### src/rtl/rtlb_pkg.sv
package rtlb_pkg;
   localparam int RIGHTS_W = 3;

   typedef enum logic [1:0] {
      FLT_NONE     = 2'd0,
      FLT_TLB_MISS = 2'd1,
      FLT_KEY_MISS = 2'd2,
      FLT_RIGHTS   = 2'd3
   } rtlb_fault_e;
endpackage

### src/rtl/rtlb_region_file.sv
module rtlb_region_file #(
   parameter int REG_BITS = 3,
   parameter int RID_W    = 16
) (
   input  logic                clk,
   input  logic                rst_n,
   input  logic                we,
   input  logic [REG_BITS-1:0] wr_idx,
   input  logic [RID_W-1:0]    wr_rid,
   input  logic [REG_BITS-1:0] rd_idx,
   output logic [RID_W-1:0]    rd_rid
);
   localparam int NREG = 1 << REG_BITS;

   logic [RID_W-1:0] rid_q [NREG];

   always_ff @(posedge clk or negedge rst_n) begin
      if (!rst_n) begin
         for (int i = 0; i < NREG; i++) rid_q[i] <= '0;
      end else if (we) begin
         rid_q[wr_idx] <= wr_rid;
      end
   end

   assign rd_rid = rid_q[rd_idx];
endmodule

### src/rtl/rtlb_key_file.sv
module rtlb_key_file #(
   parameter int NKEYS = 4,
   parameter int KEY_W = 16
) (
   input  logic                       clk,
   input  logic                       rst_n,
   input  logic                       we,
   input  logic [$clog2(NKEYS)-1:0]   wr_idx,
   input  logic                       wr_valid,
   input  logic [KEY_W-1:0]           wr_key,
   input  logic [rtlb_pkg::RIGHTS_W-1:0] wr_rights,
   input  logic [KEY_W-1:0]           lk_key,
   output logic                       lk_hit,
   output logic [rtlb_pkg::RIGHTS_W-1:0] lk_rights
);
   localparam int RW = rtlb_pkg::RIGHTS_W;

   logic [NKEYS-1:0] kv_q;
   logic [KEY_W-1:0] key_q [NKEYS];
   logic [RW-1:0]    rgt_q [NKEYS];
   logic [NKEYS-1:0] match;

   always_ff @(posedge clk or negedge rst_n) begin
      if (!rst_n) begin
         kv_q <= '0;
         for (int i = 0; i < NKEYS; i++) begin
            key_q[i] <= '0;
            rgt_q[i] <= '0;
         end
      end else if (we) begin
         kv_q[wr_idx]  <= wr_valid;
         key_q[wr_idx] <= wr_key;
         rgt_q[wr_idx] <= wr_rights;
      end
   end

   for (genvar g = 0; g < NKEYS; g++) begin : g_kcmp
      assign match[g] = kv_q[g] && (key_q[g] == lk_key);
   end

   always_comb begin
      lk_hit    = 1'b0;
      lk_rights = '0;
      for (int i = NKEYS - 1; i >= 0; i--) begin
         if (match[i]) begin
            lk_hit    = 1'b1;
            lk_rights = rgt_q[i];
         end
      end
   end
endmodule

### src/rtl/rtlb_entry_array.sv
module rtlb_entry_array #(
   parameter int ENTRIES = 8,
   parameter int RID_W   = 16,
   parameter int KEY_W   = 16,
   parameter int PPN_W   = 36,
   parameter int TAG_W   = 49,
   parameter int PS_W    = 6,
   parameter int MIN_PS  = 12
) (
   input  logic                          clk,
   input  logic                          rst_n,
   input  logic                          wr_en,
   input  logic [RID_W-1:0]              wr_rid,
   input  logic [TAG_W-1:0]              wr_tag,
   input  logic [PS_W-1:0]               wr_ps,
   input  logic [PPN_W-1:0]              wr_ppn,
   input  logic [rtlb_pkg::RIGHTS_W-1:0] wr_rights,
   input  logic [KEY_W-1:0]              wr_key,
   input  logic                          pg_en,
   input  logic [RID_W-1:0]              pg_rid,
   input  logic [TAG_W-1:0]              pg_tag,
   input  logic [RID_W-1:0]              lk_rid,
   input  logic [TAG_W-1:0]              lk_tag,
   output logic                          lk_hit,
   output logic [PPN_W-1:0]              lk_ppn,
   output logic [PS_W-1:0]               lk_ps,
   output logic [rtlb_pkg::RIGHTS_W-1:0] lk_rights,
   output logic [KEY_W-1:0]              lk_key
);
   localparam int RW    = rtlb_pkg::RIGHTS_W;
   localparam int IDX_W = (ENTRIES > 1) ? $clog2(ENTRIES) : 1;
   localparam logic [IDX_W-1:0] LAST = IDX_W'(ENTRIES - 1);

   logic [ENTRIES-1:0] ev_q;
   logic [RID_W-1:0]   rid_q [ENTRIES];
   logic [TAG_W-1:0]   tag_q [ENTRIES];
   logic [PS_W-1:0]    ps_q  [ENTRIES];
   logic [PPN_W-1:0]   ppn_q [ENTRIES];
   logic [RW-1:0]      rgt_q [ENTRIES];
   logic [KEY_W-1:0]   key_q [ENTRIES];
   logic [IDX_W-1:0]   vic_q;
   logic [ENTRIES-1:0] lk_vec;
   logic [ENTRIES-1:0] pg_vec;

   // Per-entry compare: only page bits at or above the entry's size take part.
   for (genvar g = 0; g < ENTRIES; g++) begin : g_ent
      logic [TAG_W-1:0] care;
      always_comb begin
         for (int j = 0; j < TAG_W; j++) care[j] = (j + MIN_PS) >= int'(ps_q[g]);
      end
      assign lk_vec[g] = ev_q[g] && (rid_q[g] == lk_rid) && (((tag_q[g] ^ lk_tag) & care) == '0);
      assign pg_vec[g] = ev_q[g] && (rid_q[g] == pg_rid) && (((tag_q[g] ^ pg_tag) & care) == '0);
   end

   always_ff @(posedge clk or negedge rst_n) begin
      if (!rst_n) begin
         ev_q  <= '0;
         vic_q <= '0;
      end else begin
         for (int i = 0; i < ENTRIES; i++) begin
            if (pg_en && pg_vec[i]) ev_q[i] <= 1'b0;
         end
         if (wr_en) begin
            ev_q[vic_q] <= 1'b1;
            vic_q       <= (vic_q == LAST) ? '0 : vic_q + 1'b1;
         end
      end
   end

   always_ff @(posedge clk) begin
      if (wr_en) begin
         rid_q[vic_q] <= wr_rid;
         tag_q[vic_q] <= wr_tag;
         ps_q[vic_q]  <= wr_ps;
         ppn_q[vic_q] <= wr_ppn;
         rgt_q[vic_q] <= wr_rights;
         key_q[vic_q] <= wr_key;
      end
   end

   always_comb begin
      lk_hit    = 1'b0;
      lk_ppn    = '0;
      lk_ps     = PS_W'(MIN_PS);
      lk_rights = '0;
      lk_key    = '0;
      for (int i = ENTRIES - 1; i >= 0; i--) begin
         if (lk_vec[i]) begin
            lk_hit    = 1'b1;
            lk_ppn    = ppn_q[i];
            lk_ps     = ps_q[i];
            lk_rights = rgt_q[i];
            lk_key    = key_q[i];
         end
      end
   end
endmodule

### src/rtl/rtlb_top.sv
module rtlb_top #(
   parameter int VA_W     = 64,
   parameter int PA_W     = 48,
   parameter int REG_BITS = 3,
   parameter int RID_W    = 16,
   parameter int KEY_W    = 16,
   parameter int ENTRIES  = 8,
   parameter int NKEYS    = 4,
   parameter int MIN_PS   = 12,
   parameter int MAX_PS   = 32
) (
   input  logic                              clk,
   input  logic                              rst_n,
   input  logic                              req_valid,
   input  logic [VA_W-1:0]                   req_va,
   input  logic [1:0]                        req_acc,
   input  logic                              key_chk_en,
   input  logic                              key_from_region,
   output logic                              rsp_valid,
   output logic                              rsp_hit,
   output logic [PA_W-1:0]                   rsp_pa,
   output logic [1:0]                        rsp_fault,
   input  logic                              tw_en,
   input  logic [RID_W-1:0]                  tw_rid,
   input  logic [VA_W-REG_BITS-MIN_PS-1:0]   tw_vpage,
   input  logic [$clog2(MAX_PS+1)-1:0]       tw_ps,
   input  logic [PA_W-MIN_PS-1:0]            tw_ppn,
   input  logic [2:0]                        tw_rights,
   input  logic [KEY_W-1:0]                  tw_key,
   input  logic                              pg_en,
   input  logic [RID_W-1:0]                  pg_rid,
   input  logic [VA_W-REG_BITS-MIN_PS-1:0]   pg_vpage,
   input  logic                              rr_we,
   input  logic [REG_BITS-1:0]               rr_idx,
   input  logic [RID_W-1:0]                  rr_rid,
   input  logic                              kw_en,
   input  logic [$clog2(NKEYS)-1:0]          kw_idx,
   input  logic                              kw_valid,
   input  logic [KEY_W-1:0]                  kw_key,
   input  logic [2:0]                        kw_rights
);
   import rtlb_pkg::*;

   localparam int TAG_W = VA_W - REG_BITS - MIN_PS;
   localparam int PPN_W = PA_W - MIN_PS;
   localparam int PS_W  = $clog2(MAX_PS + 1);

   // Elaboration-time parameter checks
   if (MIN_PS > MAX_PS) begin : g_bad_ps
      $error("rtlb_top: MIN_PS must not exceed MAX_PS");
   end
   if (MAX_PS > PA_W) begin : g_bad_pa
      $error("rtlb_top: MAX_PS must fit in PA_W");
   end
   if (PA_W > VA_W - REG_BITS) begin : g_bad_va
      $error("rtlb_top: PA_W must not exceed the page+offset width");
   end
   if (ENTRIES < 2 || NKEYS < 2) begin : g_bad_cnt
      $error("rtlb_top: ENTRIES and NKEYS must be at least 2");
   end

   logic [REG_BITS-1:0] rsel;
   logic [TAG_W-1:0]    lk_tag;
   logic [RID_W-1:0]    cur_rid;
   logic                e_hit;
   logic [PPN_W-1:0]    e_ppn;
   logic [PS_W-1:0]     e_ps;
   logic [RIGHTS_W-1:0] e_rights;
   logic [KEY_W-1:0]    e_key;
   logic [KEY_W-1:0]    rid_key;
   logic [KEY_W-1:0]    use_key;
   logic                k_hit;
   logic [RIGHTS_W-1:0] k_rights;
   logic [RIGHTS_W-1:0] allowed;
   logic [PS_W-1:0]     wr_ps_c;
   logic [PA_W-1:0]     pa_d;
   logic                acc_ok;
   rtlb_fault_e         fault_d;

   assign rsel   = req_va[VA_W-1 -: REG_BITS];
   assign lk_tag = req_va[VA_W-REG_BITS-1 : MIN_PS];

   // Out-of-range size codes are pulled into the supported span.
   always_comb begin
      if (int'(tw_ps) < MIN_PS)      wr_ps_c = PS_W'(MIN_PS);
      else if (int'(tw_ps) > MAX_PS) wr_ps_c = PS_W'(MAX_PS);
      else                           wr_ps_c = tw_ps;
   end

   rtlb_region_file #(.REG_BITS(REG_BITS), .RID_W(RID_W)) i_regions (
      .clk    (clk),
      .rst_n  (rst_n),
      .we     (rr_we),
      .wr_idx (rr_idx),
      .wr_rid (rr_rid),
      .rd_idx (rsel),
      .rd_rid (cur_rid)
   );

   rtlb_entry_array #(
      .ENTRIES(ENTRIES), .RID_W(RID_W), .KEY_W(KEY_W), .PPN_W(PPN_W),
      .TAG_W(TAG_W), .PS_W(PS_W), .MIN_PS(MIN_PS)
   ) i_entries (
      .clk       (clk),
      .rst_n     (rst_n),
      .wr_en     (tw_en),
      .wr_rid    (tw_rid),
      .wr_tag    (tw_vpage),
      .wr_ps     (wr_ps_c),
      .wr_ppn    (tw_ppn),
      .wr_rights (tw_rights),
      .wr_key    (tw_key),
      .pg_en     (pg_en),
      .pg_rid    (pg_rid),
      .pg_tag    (pg_vpage),
      .lk_rid    (cur_rid),
      .lk_tag    (lk_tag),
      .lk_hit    (e_hit),
      .lk_ppn    (e_ppn),
      .lk_ps     (e_ps),
      .lk_rights (e_rights),
      .lk_key    (e_key)
   );

   // Key taken from the region ID: truncate or zero-extend as widths demand.
   if (RID_W >= KEY_W) begin : g_rk_trunc
      assign rid_key = cur_rid[KEY_W-1:0];
   end else begin : g_rk_ext
      assign rid_key = {{(KEY_W - RID_W){1'b0}}, cur_rid};
   end

   assign use_key = key_from_region ? rid_key : e_key;

   rtlb_key_file #(.NKEYS(NKEYS), .KEY_W(KEY_W)) i_keys (
      .clk       (clk),
      .rst_n     (rst_n),
      .we        (kw_en),
      .wr_idx    (kw_idx),
      .wr_valid  (kw_valid),
      .wr_key    (kw_key),
      .wr_rights (kw_rights),
      .lk_key    (use_key),
      .lk_hit    (k_hit),
      .lk_rights (k_rights)
   );

   assign allowed = key_chk_en ? (e_rights & k_rights) : e_rights;

   always_comb begin
      unique case (req_acc)
         2'd1:    acc_ok = allowed[1];
         2'd2:    acc_ok = allowed[2];
         default: acc_ok = allowed[0];
      endcase
   end

   always_comb begin
      if (!e_hit)                   fault_d = FLT_TLB_MISS;
      else if (key_chk_en && !k_hit) fault_d = FLT_KEY_MISS;
      else if (!acc_ok)             fault_d = FLT_RIGHTS;
      else                          fault_d = FLT_NONE;
   end

   // Offset bits below the entry size come from the VA, the rest from the page.
   always_comb begin
      for (int j = 0; j < PA_W; j++) begin
         if (j < int'(e_ps))   pa_d[j] = req_va[j];
         else if (j < MIN_PS)  pa_d[j] = 1'b0;
         else                  pa_d[j] = e_ppn[j - MIN_PS];
      end
   end

   always_ff @(posedge clk or negedge rst_n) begin
      if (!rst_n) begin
         rsp_valid <= 1'b0;
         rsp_hit   <= 1'b0;
         rsp_pa    <= '0;
         rsp_fault <= FLT_NONE;
      end else begin
         rsp_valid <= req_valid;
         if (req_valid) begin
            rsp_hit   <= e_hit;
            rsp_pa    <= e_hit ? pa_d : '0;
            rsp_fault <= fault_d;
         end
      end
   end
endmodule

### config.mk
export PLATFORM = sky130hd
export DESIGN_NAME = rtlb_top
export DESIGN_NICKNAME = d
export VERILOG_FILES = /design/src/rtl/rtlb_pkg.sv /design/src/rtl/rtlb_region_file.sv /design/src/rtl/rtlb_key_file.sv /design/src/rtl/rtlb_entry_array.sv /design/src/rtl/rtlb_top.sv
export SDC_FILE = /design/constraint.sdc
export NUM_CORES = 2
export LEC_CHECK = 0
export ABC_AREA = 1
export ABC_CLOCK_PERIOD_IN_PS = 10800
export BUFFER_PORTS_ARGS = -buffer_cell sky130_fd_sc_hd__buf_2
export CAP_MARGIN = 30
export CORE_AREA = 2 2 317 445
export CTS_CLUSTER_DIAMETER = 80
export DETAILED_ROUTE_END_ITERATION = 8
export DIE_AREA = 0 0 319 447
export PLACE_DENSITY = 0.67
export SLEW_MARGIN = 20
export SYNTH_ARGS = -nofsm -noshare
export SYNTH_HDL_FRONTEND = slang
export SYNTH_SLANG_ARGS = --single-unit
### constraint.sdc
create_clock -name clk -period 10.8 [get_ports clk]
set_clock_uncertainty 0.15 [all_clocks]
set_input_delay 1.08 -clock clk [delete_from_list [all_inputs] [get_ports clk]]
set_output_delay 1.08 -clock clk [all_outputs]
set_load 0.03 [all_outputs]
## After elaboration in Yosys (flattened, before gate mapping)

Memory sizes are Yosys's and may differ from the RTL's.
Index checks and enable logic that the tools add are counted.

- Bits of input ports: 307
- Bits in writable memories: 1008
- ROM bits: 0
- Memories kept: 6
- Latch bits: 0
- Flip-flop bits (word level): 271

- Order comparisons: 451
- Reduce and logical (&&, ||, !) cells: 66
- $mul: 0
- Shift operators: 0
- Div/mod/pow operators: 0
- Bitwise logic cells: 37
- $add $sub $neg: 1
- Eq/ne operators: 23
- Muxes and demuxes: 134

Memory list:

| memory | words | bits a word | rd ports | clocked after memory_dff | wr ports | RTL line | RTL |
|---|---|---|---|---|---|---|---|
| i_entries.tag_q | 8 | 49 | 8 | 0 | 1 | rtlb_entry_array.sv:36 | `logic [TAG_W-1:0] tag_q [ENTRIES];` |
| i_entries.ppn_q | 8 | 36 | 8 | 0 | 1 | rtlb_entry_array.sv:38 | `logic [PPN_W-1:0] ppn_q [ENTRIES];` |
| i_entries.key_q | 8 | 16 | 8 | 0 | 1 | rtlb_entry_array.sv:40 | `logic [KEY_W-1:0] key_q [ENTRIES];` |
| i_entries.rid_q | 8 | 16 | 8 | 0 | 1 | rtlb_entry_array.sv:35 | `logic [RID_W-1:0] rid_q [ENTRIES];` |
| i_entries.ps_q | 8 | 6 | 8 | 0 | 1 | rtlb_entry_array.sv:37 | `logic [PS_W-1:0] ps_q [ENTRIES];` |
| i_entries.rgt_q | 8 | 3 | 8 | 0 | 1 | rtlb_entry_array.sv:39 | `logic [RW-1:0] rgt_q [ENTRIES];` |

Operator list:

| cell | count |
|---|---|
| $ge 6x6->1 const A | 232 |
| $and 49x49->49 | 16 |
| $logic_not 49->1 | 16 |
| $xor 49x49->49 | 16 |
| $ge 5x6->1 const A | 128 |
| $eq 16x16->1 | 20 |
| $mux 36 | 8 |
| $mux 16 | 13 |
| $ge 4x6->1 const A | 32 |
| $bwmux 128 | 1 |
| $lt 5x6->1 const A | 16 |
| $lt 6x6->1 const A | 16 |
| $mux 1 | 72 |
| $bwmux 64 | 1 |
| $mux 6 | 10 |
| $logic_and 1x1->1 | 49 |
| $bmux 16 s3 | 1 |
| $demux 16 s3 | 1 |
| $lt 4x6->1 const A | 8 |
| $mux 48 | 1 |
| $mux 3 | 15 |
| $demux 16 s2 | 1 |
| $lt 3x6->1 const A | 4 |
| $bwmux 12 | 1 |
| 28 further kinds | 34 |

## Longest topological paths before layout

- Depth after elaboration: 28
- Gate-level depth with buffers: 41
- Gate-level depth less buffers: 39

## By module

Synthesis repeated with hierarchy kept, for this count alone.

- Cells, all modules: 7939
- Area total of the unflattened synthesis: 69972.1 sq um

Modules (own cells, without submodules):

| module | area an instance (sq um) | cells each | times used |
|---|---|---|---|
| rtlb_entry_array | 56470.4 | 6078 | 1 |
| rtlb_region_file | 6274.8 | 867 | 1 |
| rtlb_key_file | 4037.6 | 533 | 1 |
| rtlb_top | 3189.3 | 461 | 1 |

## Worst setup path after synthesis

OpenSTA, ideal clock, no wires.

- Path type: input-to-reg
- Start point: in tw_en
- End point: mem i_entries.key_q[3][0] (enable)
- Path slack: 3.557 ns
- Data required time: 10.037 ns
- Library setup time: 0.613 ns
- Buffers on the path: 0
- Stages: 2
- Arrival: 6.480 ns
- Path through: nand2_1 -> nor2_1

- Cells in the longest elaborated chain, start to end: 2

Ends and longest elaborated chain:

| item | RTL line | RTL |
|---|---|---|
| start: declaration | rtlb_top.sv:23 | `input logic tw_en,` |
| $mux 1 | rtlb_entry_array.sv:71 | `if (wr_en) begin` |
| $mux 1 (not written as such) | rtlb_entry_array.sv:77 | `key_q[vic_q] <= wr_key;` |
| end: declaration | rtlb_entry_array.sv:40 |  |

No other way between the ends.

==> run metrics <==
Synth Net Count=8008; Post-synth top flop=edfxtp_1; Clk pwr share=0.342; Yosys cell types=just over 70; clk_lat worst skew=880 ps; synth-to-layout area growth=12.6%; Net Switching=4.87 mW; final setup violation count=0; die area=143000 µm²; Ports=359; CTS Hold Bufs=0; clock root buffer master=clkbuf_16; final net count=about 8300; detailed placement HPWL=288 mm; Pleak=33.0 nW; core area=139000 µm²; critical path peak fanout=29; Worst Setup Start Kind=flip-flop; failing checks=design-rule violations; drt first-iter violations=11200; Final Max Tran Viols=0; Crit path largest cell delay=between 800 and 900 ps; GRT Util Overall=0.533; vias in the first global route=62400; Placer Congestion=1.19; CTS Buf Count=~130; Period minus WS final=9080 ps; slowest CP cell=inv_1; CP required=about 11000 ps; port buffer count=358; first-pass GRT wire length=514 mm; Post-CTS Setup Inserts=0; final cell count without fillers=between 9000 and 10000; WL/cell=38.8 µm; pwr/cell area=around 180 nW/µm²; Die X-Extent=between 300 and 400 µm; DR pass1 iterations=9; Synth Cell Area=68900 µm²; TNS Setup=0 ps; Worst VDD drop=165 µV; post-CTS sizing=0; TritonCTS clock tree=yes; Final Hold Fails=0; initial antenna violation count=48; crit path DAT=9680 ps; Post-synth EDFFs=1008; clk slew on worst S/H paths=70 ps; share of post-route cells with drive strength above 1=0.110; Worst setup EP type=flip-flop; Via-to-Cell Ratio=6.63; Die Ht=447 µm; worst min-delay path class=in -> async; Pint=9.25 mW; Async SR Flop Fraction=0.212; RSZ-0062 raised after global routing=no; largest delay contributor family on the critical path=simple AND/OR/NAND/NOR gates; CTS Sinks=between 1000 and 1500; maximum clock insertion buffer count=3; htree depth=4; CP Class=reg -> reg; Final Cycle Share=0.841; Ys Warns=0; slew margin rel.=0.230; Post-synth top cells=nand2_1 (2090), edfxtp_1 (1008), nor2_1 (727), inv_1 (656), o21ai_0 (584); most used cell, CP=nand2_1; Synth Register Bits=between 1000 and 1500; Initial Util=0.497; cell row count=162; Max Cap Viol=0; Synth top area share=0.440; Syn Inst Count=roughly 7700; fmax=110 MHz; largest net degree at the start of global routing=100; most common cell in the netlist=nand2_1; # DRC=1; placed cells=9673; Fin Hold WS=141 ps; leading area contributor after synthesis=edfxtp_1; Routed Antenna Nets=0; Routed WL=387 mm; Vias=66100; outcome=complete, but fails checks; GRT Residual Overflow=0; register area share after synthesis=0.538; Sequential Power Share=0.448; sw frac=0.345; Tightest Pin Transition=1150 ps; combinational power share=0.210; Avg Cell Area, Syn=roughly 8.9 µm²; worst path bufs/invs=1; top cells by area, synth=edfxtp_1 (44%), nand2_1 (11%), dfrtp_1 (9.8%)
-- cells by family after synthesis --
group	synth area share
AOI/OAI and AO/OA	0.109
and+or+nand+nor	0.213
DFF	0.538
muxes	0.000163
buffers and inverters	0.0586
adders and majority gates	0.000727
xor gates and xnor gates	0.0800
-- final timing paths --
check	from	end	slack (ps)	depth (start not counted)
worst min-delay path	rst_n	i_regions.rid_q[15]$_DFFE_PN0P_	140	1
worst max-delay path	i_entries.ps_q[2][5]$_DFFE_PP_	rsp_fault[1]$_DFFE_PN0P_	1720	31
max in group asynchronous	rst_n	i_keys.key_q[1]$_DFFE_PN0P_	8170	4
min in group clk	req_valid	rsp_valid$_DFF_PN0_	210	1
worst max register to register	i_entries.ps_q[2][5]$_DFFE_PP_	rsp_fault[1]$_DFFE_PN0P_	1720	31
worst min register to register	i_regions.rid_q[72]$_DFFE_PN0P_	i_regions.rid_q[72]$_DFFE_PN0P_	340	2
-- through the flow --
step	power (mW)	instance area [µm²]	worst slack [ps]	util
global placement	9.09	72500	2460	0.523
CTS	13.9	77300	2630	0.558
detailed placement	9.15	72900	2440	0.526
floorplan	7.74	68900	3560	-
global route	14.3	77500	2040	0.559
finish	14.1	77600	1720	0.559
-- layer usage --
| layer | share of wire | global-route usage | up-vias |
|---|---|---|---|
| met5 | 0.00034 | 0.000684 | - |
| met4 | 0.13 | 0.547 | 20 |
| met3 | 0.13 | 0.177 | 1962 |
| met2 | 0.43 | 0.805 | 6148 |
| met1 | 0.31 | 0.575 | 31400 |
| li1 | - | - | 26600 |
-- state kept, by name (all words and copies together) (netlist names) --
name / cells
i_entries.ev_q: 8
i_entries.key_q: 128
i_entries.ppn_q: 288
i_entries.ps_q: 48
i_entries.rgt_q: 24
i_entries.rid_q: 128
i_entries.tag_q: 392
i_entries.vic_q: 3
i_keys.key_q: 64
i_keys.kv_q: 4
i_keys.rgt_q: 12
i_regions.rid_q: 128
rsp_fault: 2
rsp_hit: 1
rsp_pa: 48
rsp_valid: 1
-- placed cells by master (no fill, tap or decap), types with 19 or more instances in the layout --
cell type  instances
nor2_1           713
edfxtp_1        1008
nor3_1            19
xor2_1           486
xnor2_1          143
clkinv_2          19
buf_2            365
a221oi_1          29
o211ai_1         132
o21a_1            19
nand3b_1          36
clkinv_1          21
inv_1            654
nand2_1         2088
clkbuf_16        136
o2111ai_1         27
dfrtp_1          271
nand4_1          107
a21oi_1          180
a2111oi_0         20
a31oi_1           34
o21ai_1           52
nand2_2           28
buf_4            123
o22ai_1           43
diode_2           33
o21ai_0          576
clkbuf_1          36
nand3_1          384
or2_2             75
-- final cells by class --
class                   count  area (µm²)
clock inverters            65         827
diodes                     33        82.6
repair buffers            511        3150
multi-input cells        5410       28000
fillers                 12000       61100
clock buffers             179        3630
flip-flops and latches   1279       37100
well taps                1804        2260
inverters                 680        2550
-- power groups by stage --
stage	logic (mW)	clock network, mW	registers [mW]
after floorplan	1.40	0	6.34
after global placement	2.71	0	6.37
after detailed placement	2.76	0	6.39
after CTS	2.77	4.79	6.30
after global routing	3.00	4.95	6.35
final	2.97	4.83	6.33
Power figures use the tool's default switching activity.
